$ cat src/rtl/cfgrom_pkg.sv
// Shared types for the serial configuration bitstream reader.
// Assumes: nothing beyond IEEE 1800-2017.
package cfgrom_pkg;

    // Operating mode decoded from the control pins on each clock edge.
    typedef enum logic [1:0] {
        MODE_PROG  = 2'd0,   // programming mode, read path inactive
        MODE_CLEAR = 2'd1,   // reset level on reset/OE pin
        MODE_HOLD  = 2'd2,   // chip enable high, standby
        MODE_READ  = 2'd3    // stream one bit per edge
    } rd_mode_e;

endpackage

$ cat src/rtl/cfgrom_mode_dec.sv
// Decodes the control pins into one operating mode plus the next standby value.
// Priority: programming mode, then reset level, then chip enable.
// Assumes: pins are already synchronous to clk.
module cfgrom_mode_dec
    import cfgrom_pkg::*;
(
    input  logic     ser_en,
    input  logic     ce_n,
    input  logic     rst_oe,
    input  logic     rst_pol,
    output rd_mode_e mode,
    output logic     standby_nxt
);

    logic reset_lvl;

    // Reset level is the pin value matching the programmed polarity.
    always_comb begin
        reset_lvl = (rst_oe == rst_pol);
    end

    // Mode priority decode.
    always_comb begin
        if (!ser_en) begin
            mode = MODE_PROG;
        end else if (reset_lvl) begin
            mode = MODE_CLEAR;
        end else if (ce_n) begin
            mode = MODE_HOLD;
        end else begin
            mode = MODE_READ;
        end
    end

    // Standby follows chip enable only while in readout mode.
    always_comb begin
        standby_nxt = ser_en & ce_n;
    end

endmodule

$ cat src/rtl/cfgrom_bit_ctr.sv
// Bit address counter: clears, holds or advances with wrap at DEPTH-1.
// Assumes: synchronous active-low reset; DEPTH >= 2.
module cfgrom_bit_ctr #(
    parameter int DEPTH = 256,
    localparam int AW = $clog2(DEPTH)
) (
    input  logic          clk,
    input  logic          rst_n,
    input  logic          clr,
    input  logic          adv,
    output logic [AW-1:0] addr
);

    localparam logic [AW-1:0] LAST = AW'(DEPTH - 1);

    // Counter update: reset/clear to 0, advance with wrap, else hold.
    always_ff @(posedge clk) begin
        if (!rst_n || clr) begin
            addr <= '0;
        end else if (adv) begin
            addr <= (addr == LAST) ? '0 : addr + AW'(1);
        end
    end

endmodule

$ cat src/rtl/cfgrom_bit_store.sv
// DEPTH x 1 bit array with a synchronous preload write port and an
// asynchronous read port addressed by the bit counter.
// Assumes: contents are not reset; preload happens before readout.
module cfgrom_bit_store #(
    parameter int DEPTH = 256,
    localparam int AW = $clog2(DEPTH)
) (
    input  logic          clk,
    input  logic          we,
    input  logic [AW-1:0] waddr,
    input  logic          wdata,
    input  logic [AW-1:0] raddr,
    output logic          rbit
);

    logic bits_q [DEPTH];

    // Preload write.
    always_ff @(posedge clk) begin
        if (we) begin
            bits_q[waddr] <= wdata;
        end
    end

    // Read of the addressed bit.
    always_comb begin
        rbit = bits_q[raddr];
    end

endmodule

$ cat src/rtl/cfgrom_out_stage.sv
// Registered output driver: data bit, driver enable and standby flag.
// Data is forced to 0 whenever the driver is off.
// Assumes: synchronous active-low reset.
module cfgrom_out_stage
    import cfgrom_pkg::*;
(
    input  logic     clk,
    input  logic     rst_n,
    input  rd_mode_e mode,
    input  logic     standby_nxt,
    input  logic     rbit,
    output logic     dout,
    output logic     dout_en,
    output logic     standby
);

    // Output register update per mode.
    always_ff @(posedge clk) begin
        if (!rst_n) begin
            dout    <= 1'b0;
            dout_en <= 1'b0;
            standby <= 1'b0;
        end else begin
            standby <= standby_nxt;
            if (mode == MODE_READ) begin
                dout    <= rbit;
                dout_en <= 1'b1;
            end else begin
                dout    <= 1'b0;
                dout_en <= 1'b0;
            end
        end
    end

endmodule

$ cat src/rtl/cfgrom_reader.sv
// Top level of the serial configuration bitstream reader.
// Streams one stored bit per clock while enabled; see doc/BRIEF.md.
// Assumes: all inputs synchronous to clk; DEPTH >= 2.
module cfgrom_reader
    import cfgrom_pkg::*;
#(
    parameter int DEPTH = 256,
    localparam int AW = $clog2(DEPTH)
) (
    input  logic          clk,
    input  logic          rst_n,
    input  logic          ser_en,
    input  logic          ce_n,
    input  logic          rst_oe,
    input  logic          rst_pol,
    input  logic          pl_we,
    input  logic [AW-1:0] pl_addr,
    input  logic          pl_data,
    output logic          dout,
    output logic          dout_en,
    output logic          standby
);

    rd_mode_e      mode;
    logic          standby_nxt;
    logic [AW-1:0] bit_addr;
    logic          rbit;
    logic          ctr_clr;
    logic          ctr_adv;

    cfgrom_mode_dec u_dec (
        .ser_en      (ser_en),
        .ce_n        (ce_n),
        .rst_oe      (rst_oe),
        .rst_pol     (rst_pol),
        .mode        (mode),
        .standby_nxt (standby_nxt)
    );

    // Counter controls from the decoded mode.
    always_comb begin
        ctr_clr = (mode == MODE_CLEAR);
        ctr_adv = (mode == MODE_READ);
    end

    cfgrom_bit_ctr #(.DEPTH(DEPTH)) u_ctr (
        .clk   (clk),
        .rst_n (rst_n),
        .clr   (ctr_clr),
        .adv   (ctr_adv),
        .addr  (bit_addr)
    );

    cfgrom_bit_store #(.DEPTH(DEPTH)) u_store (
        .clk   (clk),
        .we    (pl_we),
        .waddr (pl_addr),
        .wdata (pl_data),
        .raddr (bit_addr),
        .rbit  (rbit)
    );

    cfgrom_out_stage u_out (
        .clk         (clk),
        .rst_n       (rst_n),
        .mode        (mode),
        .standby_nxt (standby_nxt),
        .rbit        (rbit),
        .dout        (dout),
        .dout_en     (dout_en),
        .standby     (standby)
    );

endmodule

$ cat config.mk
export PLATFORM = sky130hd
export DESIGN_NAME = cfgrom_reader
export DESIGN_NICKNAME = d
export VERILOG_FILES = /design/src/rtl/cfgrom_pkg.sv /design/src/rtl/cfgrom_mode_dec.sv /design/src/rtl/cfgrom_bit_ctr.sv /design/src/rtl/cfgrom_bit_store.sv /design/src/rtl/cfgrom_out_stage.sv /design/src/rtl/cfgrom_reader.sv
export SDC_FILE = /design/constraint.sdc
export NUM_CORES = 1
export LEC_CHECK = 0
export BUFFER_PORTS_ARGS = -buffer_cell sky130_fd_sc_hd__buf_4
export CORE_ASPECT_RATIO = 0.7
export CORE_MARGIN = 4
export CORE_UTILIZATION = 55
export CTS_CLUSTER_DIAMETER = 30
export DETAILED_ROUTE_END_ITERATION = 8
export MAX_ROUTING_LAYER = met4
export PLACE_DENSITY_LB_ADDON = 0.05
export SYNTH_ARGS = -nofsm -noshare
export SYNTH_HDL_FRONTEND = slang
export SYNTH_SLANG_ARGS = --single-unit
$ cat constraint.sdc
create_clock -name clk -period 4.5 [get_ports clk]
set_input_delay 0.225 -clock clk [delete_from_list [all_inputs] [get_ports clk]]
set_output_delay 0.225 -clock clk [all_outputs]
set_load 0.01 [all_outputs]
==> metrics.md, run 1 <==
| Metric | Value |
|---|---|
| Num CTS Buffers | `43` |
| Worst R2R Setup Slack | `1510 ps` |
| Initial DRC count | `612` |
| Startpoint class of the critical path | `register` |
| Drt wl/cell | `24.3 um` |
| Clk buf depth | `3` |
| CP Data Arrival Time | `3370 ps` |
| Antenna Cells | `0` |
| CTS Hold Bufs | `0` |
| Post-synth net total | `861` |
| Most used cell, CP | `mux4_2` |
| Starting Density | `56.3%` |
| Switching share of power | `20.3%` |
| Clk slew on worst S/H paths | `50 ps` |
| Slew Limit Fails | `0` |
| NetSw | `1.26 mW` |
| Maximum number of pins on one net before global-route repair | `143` |
| Synth Instances | `844` |
| Setup CP Type | `register to register` |
| Outcome | `finished, final reports clean` |
| Post-synthesis sequential area ratio | `67.3%` |
| WP data required | `4880 ps` |
| Area contributors post-synth | `edfxtp_1 (65%), mux4_2 (11%), nor2_1 (8.7%)` |
| CTS tree | `built` |
| CP peak stage delay | `810 ps` |
| Synthesized flop and latch total | `267` |
| Leading cell types by count after synthesis | `nor2_1 (271), edfxtp_1 (256), mux4_2 (57), clkbuf_1 (46), nand2_1 (35)` |
| Pre-antenna DRT Iters | `5` |
| Cell Chain, Critical Path | `buf_4 > mux4_2 > mux4_2 > mux2i_1 > nor2_1 > nor3_1 > o22ai_1` |
| Final period utilization | `66.4%` |
| Syn Std Cell Area | `11,700 um2` |
| Hold Violations, Final | `0` |
| Top FF cell, synth | `edfxtp_1` |
| Num rows | `44` |
| Via-to-Cell Ratio | `6.17` |
| Critical Path Fanout Max | `24` |
| Core region area | `20,900 um2` |
| H-tree levels | `2` |
| Clock net sink count | `267` |
| Total power | `6.21 mW` |
| Initial antenna violation count | `0` |
| Launch point of the worst reg-to-reg path | `u_ctr.addr[1]` |
| Leading area contributor after synthesis | `edfxtp_1` |
| Routed via count | `7,174` |
| Fmax achieved | `334 MHz` |
| Post-synth EDFFs | `256` |
| Seq pwr share | `44.1%` |
| Worst Hold Launch | `ce_n` |
| Post-DP HPWL | `16.7 mm` |
| Hold path endpoint | `u_out.standby` |
| Clock skew after layout | `8.75 ps` |
| Leakage | `4.00 nW` |
| Worst VDD drop | `0.000280 V` |
| Critical path's top delay family | `multiplexers` |
| Comb power frac | `3.0%` |
| CP endpoint kind | `register` |
| Cell depth of the worst hold path | `2` |
| YS warnings | `0` |
| Hold WC Path Type | `input pin to register` |
| Fin crit period | `2990 ps` |
| Layout cells sized above 1 | `17.9%` |
| Fill count | `1,525` |
| Most frequent cell after synthesis | `nor2_1` |
| Internal power | `4.95 mW` |
| Final nets | `870` |
| Routed Antenna Nets | `0` |
| Total GRT Usage | `25.0%` |
| Post-cts sizing count | `0` |
| Syn_area_per_cell | `13.9 um2` |
| Area grow syn2layout | `14.8%` |
| Die height | `130 um` |
| Drt total wl | `28.2 mm` |
| Worst slew margin | `18.0%` |
| Final setup TNS | `0 ps` |
| RSZ-0062 raised after global routing | `no` |
| R2r endpoint | `u_out.dout` |
| Power Dens Cells | `461 nW/um2` |
| I/O Pins | `19` |
| Reg2reg path depth | `7` |
| Worst path slowest cell | `dfxtp_2` |
| GRT overflow | `0` |
| Post-CTS setup buffer count | `0` |
| Residual DRC count | `0` |
| Root buf cell | `clkbuf_16` |
| PortBufs | `18` |
| Global placer's final weighted congestion | `0.814` |
| First-pass GRT wire length | `42.6 mm` |
| Max Cap Viol | `0` |
| Die Width | `183 um` |
| Final setup violation count | `0` |
| Clock power frac | `52.8%` |
| Yosys cell types | `42` |
| Clk_lat worst skew | `510 ps` |
| Die area | `23,800 um2` |
| Crit path buffers/inverters | `1` |
| Asr flop ratio synth | `0%` |
| Vias in the first global route | `7,132` |
| Yosys top cell area share | `65.5%` |
| Worst-margin pin slew | `1230 ps` |
==> area by class of cell <==
class	instances	area, um2	area share [%]
clock buffers	49	1140	8.47
clock inverters	30	313	2.32
inverters	2	7.51	0.0557
multi-input cells	509	3520	26.1
flip-flops and latches	267	7910	58.7
well taps	276	345	2.56
repair buffers	30	241	1.79
==> worst max-delay path by stage <==
stage                              from    endpoint  slack (ps)  cells after the start
final                     u_ctr.addr[1]  u_out.dout        1510                      7
after global routing      u_ctr.addr[1]  u_out.dout        1380                      7
after CTS                 u_ctr.addr[1]  u_out.dout        1520                      7
after detailed placement  u_ctr.addr[1]  u_out.dout        1540                      7
after global placement    u_ctr.addr[1]  u_out.dout        1510                      7
after floorplan           u_ctr.addr[0]  u_out.dout        2370                      7
==> routing by layer <==
| layer | wire length [um] | GRT usage [%] |
|---|---|---|
| met4 | 604 | 7.10 |
| met5 | 0 | - |
| met2 | 13500 | 39.4 |
| met1 | 12000 | 34.0 |
| met3 | 2130 | 4.79 |
==> per-stage QoR <==
step	instance area (um2)	instances	setup slack [ps]	utilization (%)	hold WS, ps
after floorplan	11700	844	2370	-	324
after global placement	12000	1084	1510	57.6	538
after detailed placement	12000	1084	1540	57.6	540
after CTS	13500	1163	1520	64.6	1.68
after global routing	13500	1163	1380	64.6	12.0
final	13500	1163	1510	64.6	14.5
==> registers in the layout (all words and copies together) (netlist names) <==
register,count
u_store.bits_q,256
u_ctr.addr,8
u_out.dout,1
u_out.dout_en,1
u_out.standby,1
==> placed cells by master, fill, tap and decap left out, drive strengths merged, types with 2 or more instances in the layout <==
cell type  Yosys  final
a21oi          6      6
a221oi         4      4
a22oi          6      6
a311oi         3      3
a31oi          3      3
and2           3      3
and3           4      4
buf           20     30
bufinv         0      6
clkbuf        46     49
clkinv         1     18
clkinvlp       0      5
dfxtp         11     11
edfxtp       256    256
inv            1      3
mux2           3      3
mux2i         31     31
mux4          57     57
nand2         35     35
nand3         27     27
nand4         11     11
nor2         271    271
nor2b         11     11
nor3b          2      2
o2111ai        2      2
o211ai         3      3
o21ai          4      4
o21bai         2      2
o31ai          4      4
xnor2          4      4
xor2           3      3
==> power groups by stage <==
stage	Sequential [mW]	Combinational [mW]	Clock (mW)
after floorplan	2.78	0.113	0
after global placement	2.79	0.181	0
after detailed placement	2.79	0.186	0
after CTS	2.74	0.187	3.31
after global routing	2.74	0.200	3.44
final	2.74	0.188	3.28
==> cells by family (layout without fill, tap and decap cells) <==
family / Yosys count / after routing / synth area share (%)
flops: 267 / 267 / 67.3
fa+ha+maj: 1 / 1 / 0.107
buf+inv: 68 / 111 / 2.73
xor+xnor: 7 / 7 / 0.522
simple gates: 369 / 369 / 13.0
mux: 91 / 91 / 13.9
compound gates: 41 / 41 / 2.49
No activity file was read; power rests on OpenSTA's default activity.
==> inputs of run 2 (changes only) <==
==> constraint.sdc (replaced) <==
create_clock -name clk -period 2.6 [get_ports clk]
set_input_delay 0.13 -clock clk [delete_from_list [all_inputs] [get_ports clk]]
set_output_delay 0.13 -clock clk [all_outputs]
set_load 0.01 [all_outputs]
==> run 2 against run 1 <==
Effect of this change: critical path depth is the same; clock skew up 11 ps; routed wire length is 2.5% higher; largest cell class unchanged; die area unchanged; power grew 66%; largest power group unchanged.
==> metrics.md, run 2 (synthesis results as in run 1) <==
| Metric | Value |
|---|---|
| Outcome | `finished, final reports clean` |
| H-tree levels | `2 (unchanged)` |
| Fin crit period | `2390 ps (-601 ps)` |
| Maximum number of pins on one net before global-route repair | `85 (-41%)` |
| Routed via count | `7,363 (+2.6%)` |
| Pre-CTS setup slack | `102 ps (-1440 ps)` |
| Clock skew after layout | `19.6 ps (+10.9 ps)` |
| Die height | `130 um (unchanged)` |
| Residual DRC count | `0 (unchanged)` |
| Most frequent cells in the layout | `nor2_1 (271), edfxtp_1 (256), buf_4 (63)` |
| Total power | `10.3 mW (+66%)` |
| Routed Antenna Nets | `0 (unchanged)` |
| Initial antenna violation count | `0 (unchanged)` |
| Placed insts | `1,124 (+3.7%)` |
| Leakage | `4.17 nW (+4.1%)` |
| Top Registers | `u_store.bits_q (256), u_ctr.addr (8)` |
| Worst slew margin | `39.5% (+21 points)` |
| First-pass GRT wire length | `44.5 mm (+4.5%)` |
| Final nets | `912 (+4.8%)` |
| Setup CP Type | `register to register` |
| Final std cells w/o fill | `1,200 (+3.2%)` |
| Antenna Cells | `0 (unchanged)` |
| Global placer's final weighted congestion | `0.850 (+4.4%)` |
| Worst Hold Launch | `pl_data` |
| Power Dens Cells | `750 nW/um2 (+63%)` |
| Drt total wl | `28.9 mm (+2.5%)` |
| Max Cap Viol | `0 (unchanged)` |
| Final setup TNS | `0 ps (unchanged)` |
| Die area | `23,800 um2 (unchanged)` |
| Worst-margin pin slew | `905 ps (-321 ps)` |
| CTS tree | `built` |
| Num rows | `44 (unchanged)` |
| CP Launch Point | `u_ctr.addr[0]` |
| PortBufs | `18 (unchanged)` |
| Initial DRC count | `751 (+23%)` |
| I/O Pins | `19 (unchanged)` |
| Worst VDD drop | `0.000607 V (+120%)` |
| Num CTS Buffers | `41 (-4.7%)` |
| RSZ-0062 raised after global routing | `no` |
| CP endpoint kind | `register` |
| Startpoint class of the critical path | `register` |
| Core region area | `20,900 um2 (unchanged)` |
| Launch point of the worst reg-to-reg path | `u_ctr.addr[0]` |
| Final period utilization | `91.9% (+25 points)` |
| Commonest non-fill, non-tap cell in the layout | `nor2_1` |
| Final setup violation count | `0 (unchanged)` |
| Hold Violations, Final | `0 (unchanged)` |
| CP Data Arrival Time | `2770 ps (-600 ps)` |
| Slew Limit Fails | `0 (unchanged)` |
| Final worst slack | `211 ps (-1300 ps)` |
| Clock net sink count | `267 (unchanged)` |
| Critical Path Fanout Max | `8 (-67%)` |
| Post-DP HPWL | `18.2 mm (+8.4%)` |
| Largest register FFs | `256 (unchanged)` |
| Hold WC Path Type | `input pin to register` |
| Layout cells sized above 1 | `22.0% (+4.0 points)` |
| Fmax achieved | `419 MHz (+25%)` |
| Worst R2R Setup Slack | `210 ps (-1300 ps)` |
| Vias in the first global route | `7,290 (+2.2%)` |
| GRT overflow | `0 (unchanged)` |
| Largest Register | `u_store.bits_q` |
| Hold slack | `58.3 ps (+43.8 ps)` |
| Total GRT Usage | `25.9% (+0.86 points)` |
| WP data required | `2980 ps (-1900 ps)` |
| Clk buf depth | `3 (unchanged)` |
| Die Width | `183 um (unchanged)` |
| Pre-antenna DRT Iters | `7 (+2)` |
| Area grow syn2layout | `17.1%` |
| Starting Density | `56.3% (unchanged)` |
| Root buf cell | `clkbuf_16` |
| Clk_lat worst skew | `520 ps (about the same)` |
| Clk slew on worst S/H paths | `60 ps (about the same)` |
| Via-to-Cell Ratio | `6.14 (-0.53%)` |
| Drt wl/cell | `24.1 um (-0.62%)` |
run 2: stage by stage:
| stage | area, um2 | util (%) |
|---|---|---|
| 2_1_floorplan | 11700 | - |
| 3_3_place_gp | 12400 | 59.3 |
| 3_5_place_dp | 12400 | 59.3 |
| 4_1_cts | 13700 | 65.7 |
| 5_1_grt | 13800 | 65.9 |
| 6_report | 13800 | 65.9 |
run 2: final timing paths:
check / depth (start not counted) / endpoint
hold / removal: 1 / u_store.bits_q[27]
setup reg to reg: 7 / u_out.dout
setup / recovery: 7 / u_out.dout
hold reg to reg: 2 / u_ctr.addr[7]
run 2: final cells by class:
cell class	count	area, um2
repair buffers	74	646
well taps	276	345
inverters	2	7.51
clock buffers	42	1030
flip-flops and latches	267	7920
fillers	1477	7110
multi-input cells	509	3530
clock inverters	30	283
run 2: report_power, final:
group / internal (mW) / switching [mW]
Combinational: 0.132 / 0.237
Sequential: 4.72 / 0.00648
Clock: 3.22 / 1.99
Total: 8.07 / 2.24
run 2: what timing repair did:
action,CTS,global route
hold endpoints to repair,2,0
setup endpoints to repair,0,1
resized for setup,0,4
hold buffers,3,0
buffers inserted,0,1
run 2: critical path, cell delays in order (launching register included):
cell and delay (ps):
dfxtp_4 430, buf_12 160, mux4_2 500, mux4_2 490
mux2i_1 210, nor2_1 80, nor4b_2 240, o22ai_1 130
run 2: per-layer routing:
layer,wire [um],share of wire [%],global-route usage (%)
met4,714,2.5,8.12
met1,12400,43,36.8
met3,2600,9.0,5.66
met2,13200,46,38.0
met5,0,0,-
